<file path="config.mk">
export PLATFORM = sky130hd
export DESIGN_NAME = semgate_bank
export DESIGN_NICKNAME = d
export VERILOG_FILES = /design/src/rtl/semgate_pkg.sv /design/src/rtl/semgate_cell.sv /design/src/rtl/semgate_rstseq.sv /design/src/rtl/semgate_rdport.sv /design/src/rtl/semgate_bank.sv
export SDC_FILE = /design/constraint.sdc
export NUM_CORES = 1
export LEC_CHECK = 0
export ABC_CLOCK_PERIOD_IN_PS = 3200
export BUFFER_PORTS_ARGS = -buffer_cell sky130_fd_sc_hd__buf_2
export CAP_MARGIN = 5
export CORE_UTILIZATION = 61
export DETAILED_ROUTE_END_ITERATION = 12
export GPL_TIMING_DRIVEN = 0
export PLACE_DENSITY = 0.8
export SYNTH_ARGS = -nofsm -noshare
export SYNTH_HDL_FRONTEND = slang
export SYNTH_HIERARCHICAL = 1
export SYNTH_SLANG_ARGS = --single-unit
</file>
<file path="constraint.sdc">
create_clock -name clk -period 3.2 [get_ports clk]
set_clock_uncertainty 0.15 [all_clocks]
set_input_delay 0.32 -clock clk [delete_from_list [all_inputs] [get_ports clk]]
set_output_delay 0.32 -clock clk [all_outputs]
set_load 0.005 [all_outputs]
</file>
<file path="src/rtl/semgate_pkg.sv">
package semgate_pkg;
  localparam int OWN_W  = 4;
  localparam int DOM_W  = 2;
  localparam int VAL_W  = OWN_W + DOM_W;
  localparam int DATA_W = 16;
  localparam int KEY_W  = 8;
  localparam int TGT_W  = 8;
  localparam int STAT_W = 2;

  localparam logic [KEY_W-1:0] KEY_ARM  = 8'hE2;
  localparam logic [KEY_W-1:0] KEY_FIRE = 8'h1D;

  typedef enum logic [STAT_W-1:0] {
    RS_IDLE  = 2'd0,
    RS_ARMED = 2'd1
  } rst_state_e;
endpackage

</file>
<file path="src/rtl/semgate_cell.sv">
module semgate_cell
  import semgate_pkg::*;
(
  input  logic             clk,
  input  logic             rst_n,
  input  logic             sel,
  input  logic [OWN_W-1:0] wr_code,
  input  logic [OWN_W-1:0] req_code,
  input  logic [DOM_W-1:0] req_dom,
  input  logic             clr,
  output logic [VAL_W-1:0] val
);
  logic [VAL_W-1:0] val_q, val_d;
  logic             val_en;
  logic [OWN_W-1:0] owner;

  assign owner = val_q[OWN_W-1:0];

  always_comb begin
    val_d  = val_q;
    val_en = 1'b0;
    if (clr) begin
      val_d  = '0;
      val_en = 1'b1;
    end else if (sel) begin
      if (owner == '0) begin
        if (req_code != '0 && wr_code == req_code) begin
          val_d  = {req_dom, wr_code};
          val_en = 1'b1;
        end
      end else if (owner == req_code && wr_code == '0) begin
        val_d  = '0;
        val_en = 1'b1;
      end
    end
  end

  always_ff @(posedge clk or negedge rst_n) begin
    if (!rst_n)      val_q <= '0;
    else if (val_en) val_q <= val_d;
  end

  assign val = val_q;

  p_lock_r2: assert property (@(posedge clk) disable iff (!rst_n)
    (sel && !clr && owner == '0 && req_code != '0 && wr_code == req_code)
      |=> (val_q == {$past(req_dom), $past(wr_code)}));

  p_hold_foreign_r3: assert property (@(posedge clk) disable iff (!rst_n)
    (sel && !clr && owner != '0 && owner != req_code) |=> $stable(val_q));

  p_unlock_r4: assert property (@(posedge clk) disable iff (!rst_n)
    (sel && !clr && owner != '0 && owner == req_code && wr_code == '0)
      |=> (val_q == '0));

  p_clear_r6: assert property (@(posedge clk) disable iff (!rst_n)
    clr |=> (val_q == '0));
endmodule

</file>
<file path="src/rtl/semgate_rstseq.sv">
module semgate_rstseq
  import semgate_pkg::*;
#(
  parameter int NUM_GATES = 16
) (
  input  logic                 clk,
  input  logic                 rst_n,
  input  logic                 we,
  input  logic [KEY_W-1:0]     key,
  input  logic [TGT_W-1:0]     tgt,
  output logic [NUM_GATES-1:0] clr_vec,
  output logic [STAT_W-1:0]    status
);
  rst_state_e state_q, state_d;
  logic       fire;
  logic       hit_all;

  always_comb begin
    state_d = state_q;
    fire    = 1'b0;
    if (we) begin
      unique case (state_q)
        RS_IDLE:  if (key == KEY_ARM) state_d = RS_ARMED;
        RS_ARMED: begin
          state_d = RS_IDLE;
          fire    = (key == KEY_FIRE);
        end
        default:  state_d = RS_IDLE;
      endcase
    end
  end

  always_ff @(posedge clk or negedge rst_n) begin
    if (!rst_n)  state_q <= RS_IDLE;
    else if (we) state_q <= state_d;
  end

  assign hit_all = (tgt >= TGT_W'(NUM_GATES));

  for (genvar g = 0; g < NUM_GATES; g++) begin : g_clr
    assign clr_vec[g] = fire && (hit_all || tgt == TGT_W'(g));
  end

  assign status = state_q;

  p_arm_r8: assert property (@(posedge clk) disable iff (!rst_n)
    (we && state_q == RS_IDLE && key == KEY_ARM) |=> (status == RS_ARMED));

  p_abort_r9: assert property (@(posedge clk) disable iff (!rst_n)
    (we && state_q == RS_ARMED && key != KEY_FIRE) |-> (clr_vec == '0));

  p_idle_noclr_r9: assert property (@(posedge clk) disable iff (!rst_n)
    (state_q == RS_IDLE) |-> (clr_vec == '0));

  p_clear_shape_r7: assert property (@(posedge clk) disable iff (!rst_n)
    (clr_vec != '0) |-> ($onehot(clr_vec) || (&clr_vec)));

  p_back_idle_r8: assert property (@(posedge clk) disable iff (!rst_n)
    (clr_vec != '0) |=> (status == RS_IDLE));
endmodule

</file>
<file path="src/rtl/semgate_rdport.sv">
module semgate_rdport
  import semgate_pkg::*;
#(
  parameter int NUM_GATES = 16,
  parameter int ADDR_W    = 5
) (
  input  logic                            clk,
  input  logic                            rst_n,
  input  logic                            rd_en,
  input  logic [ADDR_W-1:0]               rd_addr,
  input  logic [NUM_GATES-1:0][VAL_W-1:0] gate_vals,
  input  logic [STAT_W-1:0]               status,
  output logic [DATA_W-1:0]               rd_data
);
  localparam int GIDX_W = $clog2(NUM_GATES);

  logic [DATA_W-1:0] data_d, data_q;

  always_comb begin
    data_d = '0;
    if (rd_addr < ADDR_W'(NUM_GATES))
      data_d = DATA_W'(gate_vals[rd_addr[GIDX_W-1:0]]);
    else if (rd_addr == ADDR_W'(NUM_GATES))
      data_d = DATA_W'(status);
  end

  always_ff @(posedge clk or negedge rst_n) begin
    if (!rst_n)     data_q <= '0;
    else if (rd_en) data_q <= data_d;
  end

  assign rd_data = data_q;

  p_spare_zero_r10: assert property (@(posedge clk) disable iff (!rst_n)
    (rd_en && rd_addr > ADDR_W'(NUM_GATES)) |=> (rd_data == '0));

  p_rd_hold_r11: assert property (@(posedge clk) disable iff (!rst_n)
    !rd_en |=> $stable(rd_data));
endmodule

</file>
<file path="src/rtl/semgate_bank.sv">
module semgate_bank
  import semgate_pkg::*;
#(
  parameter int NUM_GATES = 16,
  parameter int ADDR_W    = $clog2(NUM_GATES + 1)
) (
  input  logic              clk,
  input  logic              rst_n,
  input  logic              wr_en,
  input  logic [ADDR_W-1:0] wr_addr,
  input  logic [15:0]       wr_data,
  input  logic [3:0]        wr_master,
  input  logic [1:0]        wr_domain,
  input  logic              rd_en,
  input  logic [ADDR_W-1:0] rd_addr,
  output logic [15:0]       rd_data
);
  localparam logic [ADDR_W-1:0] RST_ADDR = ADDR_W'(NUM_GATES);

  logic [NUM_GATES-1:0]            gate_sel;
  logic [NUM_GATES-1:0]            clr_vec;
  logic [NUM_GATES-1:0][VAL_W-1:0] gate_vals;
  logic [OWN_W-1:0]                req_code;
  logic [STAT_W-1:0]               status;
  logic                            rst_we;

  assign req_code = wr_master + OWN_W'(1);
  assign rst_we   = wr_en && (wr_addr == RST_ADDR);

  for (genvar g = 0; g < NUM_GATES; g++) begin : g_gate
    assign gate_sel[g] = wr_en && (wr_addr == ADDR_W'(g));

    semgate_cell u_cell (
      .clk      (clk),
      .rst_n    (rst_n),
      .sel      (gate_sel[g]),
      .wr_code  (wr_data[OWN_W-1:0]),
      .req_code (req_code),
      .req_dom  (wr_domain),
      .clr      (clr_vec[g]),
      .val      (gate_vals[g])
    );
  end

  semgate_rstseq #(.NUM_GATES(NUM_GATES)) u_rstseq (
    .clk     (clk),
    .rst_n   (rst_n),
    .we      (rst_we),
    .key     (wr_data[KEY_W-1:0]),
    .tgt     (wr_data[KEY_W +: TGT_W]),
    .clr_vec (clr_vec),
    .status  (status)
  );

  semgate_rdport #(.NUM_GATES(NUM_GATES), .ADDR_W(ADDR_W)) u_rdport (
    .clk       (clk),
    .rst_n     (rst_n),
    .rd_en     (rd_en),
    .rd_addr   (rd_addr),
    .gate_vals (gate_vals),
    .status    (status),
    .rd_data   (rd_data)
  );

  p_spare_write_r10: assert property (@(posedge clk) disable iff (!rst_n)
    (wr_en && wr_addr > RST_ADDR) |=> ($stable(gate_vals) && $stable(status)));
endmodule

</file>
==> run summary <==
Post-CTS sizing = 0
Rows = 42
Vias in the first global route = 7376
Slew HR = 13.5%
Cells after Synth = 848
Antenna violations before repair = 0
CTS tree = done
Crit start category = primary input
Die Width = 118 um
RSZ-0062 raised after global routing = false
Tot GR Track Use = 35.1%
CP Max Fanout = 50
Worst-Skew Late Latency = 360 ps
Multiplexer share of the synthesized area = 7.62%
DIE HEIGHT = 118 um
Status = finished clean
Global route overflow = 0
First-pass GRT wire length = 38600 um
Pleak = 3.54 nW
Io pins = 52
Yosys Warn Count = 6
Worst Tran Pin Value = 1300 ps
Pwr/cell area = 375 nW/um2
DR WL/cell = 21.3 um
Core area = 13200 um2
Maximum vdd drop = 405 uV
Worst reg2reg path endpoint = g_gate[12].u_cell/val[4]
Fin nets = 952
FF-to-FF Start = u_rstseq/status[0]
CTS H-tree depth = 3
Clock slew seen by the registers of the worst setup and hold paths = 80 ps
Leading area contributor after synthesis = dfrtp_1
Distinct cells, synth = 48
Vias = 7474
Dominant synthesized flop cell = dfrtp_1
CTS Buffer Depth = 2
Antenna viol nets, final = 0
Largest net degree at the start of global routing = 60
Fin crit period = 2840 ps
CP required = 3250 ps
Most common library cells after synthesis = 103 x dfrtp_1, 87 x nand3_1, 70 x a21oi_1
Synth Cell Area = 8240 um2
Fill cells = 1044
Most frequent cell after synthesis = dfrtp_1
Critical path type = in -> reg
Crit. End Element = register
Initial Util = 62.5%
Hold Path Sink = u_rdport/rd_data[1]
CTS Buf Count = 9
Final WL = 23400 um
HPWL Detailed = 15900 um
Post-synthesis simple-gate area fraction = 29.4%
Synth area leaders = dfrtp_1 31%, xnor2_1 6.9%, xor2_1 6.9%
Vias per cell = 6.82
Largest family of logic cells by synthesized area = simple AND/OR/NAND/NOR gates
TNS Setup = 0 ps
Final setup fails = 0
Total clock sinks = 103
Post-synthesis sequential area ratio = 31.3%
Max Fclk = 0.352 GHz
Final Cycle Share = 88.7%
Syn-to-layout area delta = 11.3%
Port Buffers = 41
Arr. time, crit path = 2890 ps
First-pass DRT Iterations = 5
Adder-Cell Fraction of Synth Area = 0.152%
CTS hold repair buffers = 1
Die area = 14000 um2
Post-synthesis compound-gate area fraction = 14.1%
Worst hold slack = 168 ps
Final hold violations = 0
Initial DRC Count = 741
R2R depth = 5
Top cell type's share of synthesized area = 31.3%
Syn Area/Cell = 9.72 um2
HP Start = rd_addr[4]
#FFs+latches synth = 103
Fin. max-slew vios = 0
Post-CTS Setup Repair Bufs = 0
Worst hold path type = in -> reg
EDFF count, synth = 0
Number of inserted diodes = 0
Final Wtd Congestion = 0.918
Ys async rst share = 100%
Remaining DRCs = 0
Share of cells above drive strength 1 = 21.1%
XOR/XNOR share of the synthesized area = 13.8%
Max-Cap Viols = 0
WHS Path Cells = 4
CTS root buffer = clkbuf_16
Worst R2R Setup Slack = 970 ps
area by class of cell:
| cell class | count | area (um2) | area share (%) |
|---|---|---|---|
| multi-input cells | 695 | 5450 | 59.4 |
| clock inverters | 4 | 53.8 | 0.587 |
| repair buffers | 47 | 325 | 3.55 |
| clock buffers | 12 | 256 | 2.80 |
| flip-flops and latches | 103 | 2580 | 28.1 |
| well taps | 176 | 220 | 2.40 |
| plain buffers | 20 | 143 | 1.56 |
| inverters | 39 | 146 | 1.60 |
how the worst max path moves through the flow:
stage	startpoint	end	slack (ps)	cells after the start
floorplan	wr_master[1]	g_gate[10].u_cell/val[4]	220	6
global placement	wr_master[2]	g_gate[3].u_cell/val[5]	-610	7
detailed placement	wr_data[3]	g_gate[12].u_cell/val[5]	150	6
CTS	wr_data[3]	g_gate[12].u_cell/val[4]	500	6
global route	wr_data[3]	g_gate[12].u_cell/val[4]	280	6
finish	wr_data[3]	g_gate[12].u_cell/val[4]	360	6
sequential cells by signal, indices dropped and copies added (netlist names):
register           cells
u_rdport/rd_data       6
g_gate.u_cell/val     96
u_rstseq/status        1
cell usage in the layout (no fill, tap or decap), drive strengths merged, types with 35 or more instances in the layout:
cell type and instances:
dfrtp 103, nor2 51, nor4 35, nand3 87, xor2 65, buf 64, xnor2 65, nand4b 35
inv 39, o21ai 66, a21oi 80
power breakdown:
group,switching [W],internal (W)
Sequential,0.0000896,0.00138
Combinational,0.000500,0.000302
Clock,0.000519,0.000652
per-layer routing:
layer  global-route usage (%)  up-vias  part of all wire [%]
met5                        0        -                     0
met4                     14.7        0                   3.4
met3                     5.94       59                   8.9
met2                     55.2      399                    47
met1                     47.9     3649                    41
li1                         -     3367                     -
critical path: stages:
cell and delay, ps:
buf_2 910, and4b_1 400, nand4b_4 200, a21oi_1 730, nand4b_1 200, o41ai_1 80
cell families (layout without fill, tap and decap cells):
logic type,Yosys count,in the layout
xor+xnor,130,130
simple gates,324,324
buf+inv,59,122
flops,103,103
compound gates,193,193
mux,36,36
fa+ha+maj,1,1
other cells,2,11
metrics by stage:
step / instances / area [um2] / worst slack (ps) / power [W] / util [%]
after floorplan: 857 / 8290 / 216 / 0.00198 / -
final: 1096 / 9170 / 361 / 0.00344 / 69.5
after global placement: 1074 / 8720 / -608 / 0.00223 / 66.1
after detailed placement: 1079 / 8850 / 151 / 0.00227 / 67.1
after global routing: 1096 / 9170 / 281 / 0.00357 / 69.5
after CTS: 1096 / 9170 / 500 / 0.00345 / 69.5
Note: power is estimated with default switching activity, not from simulation.
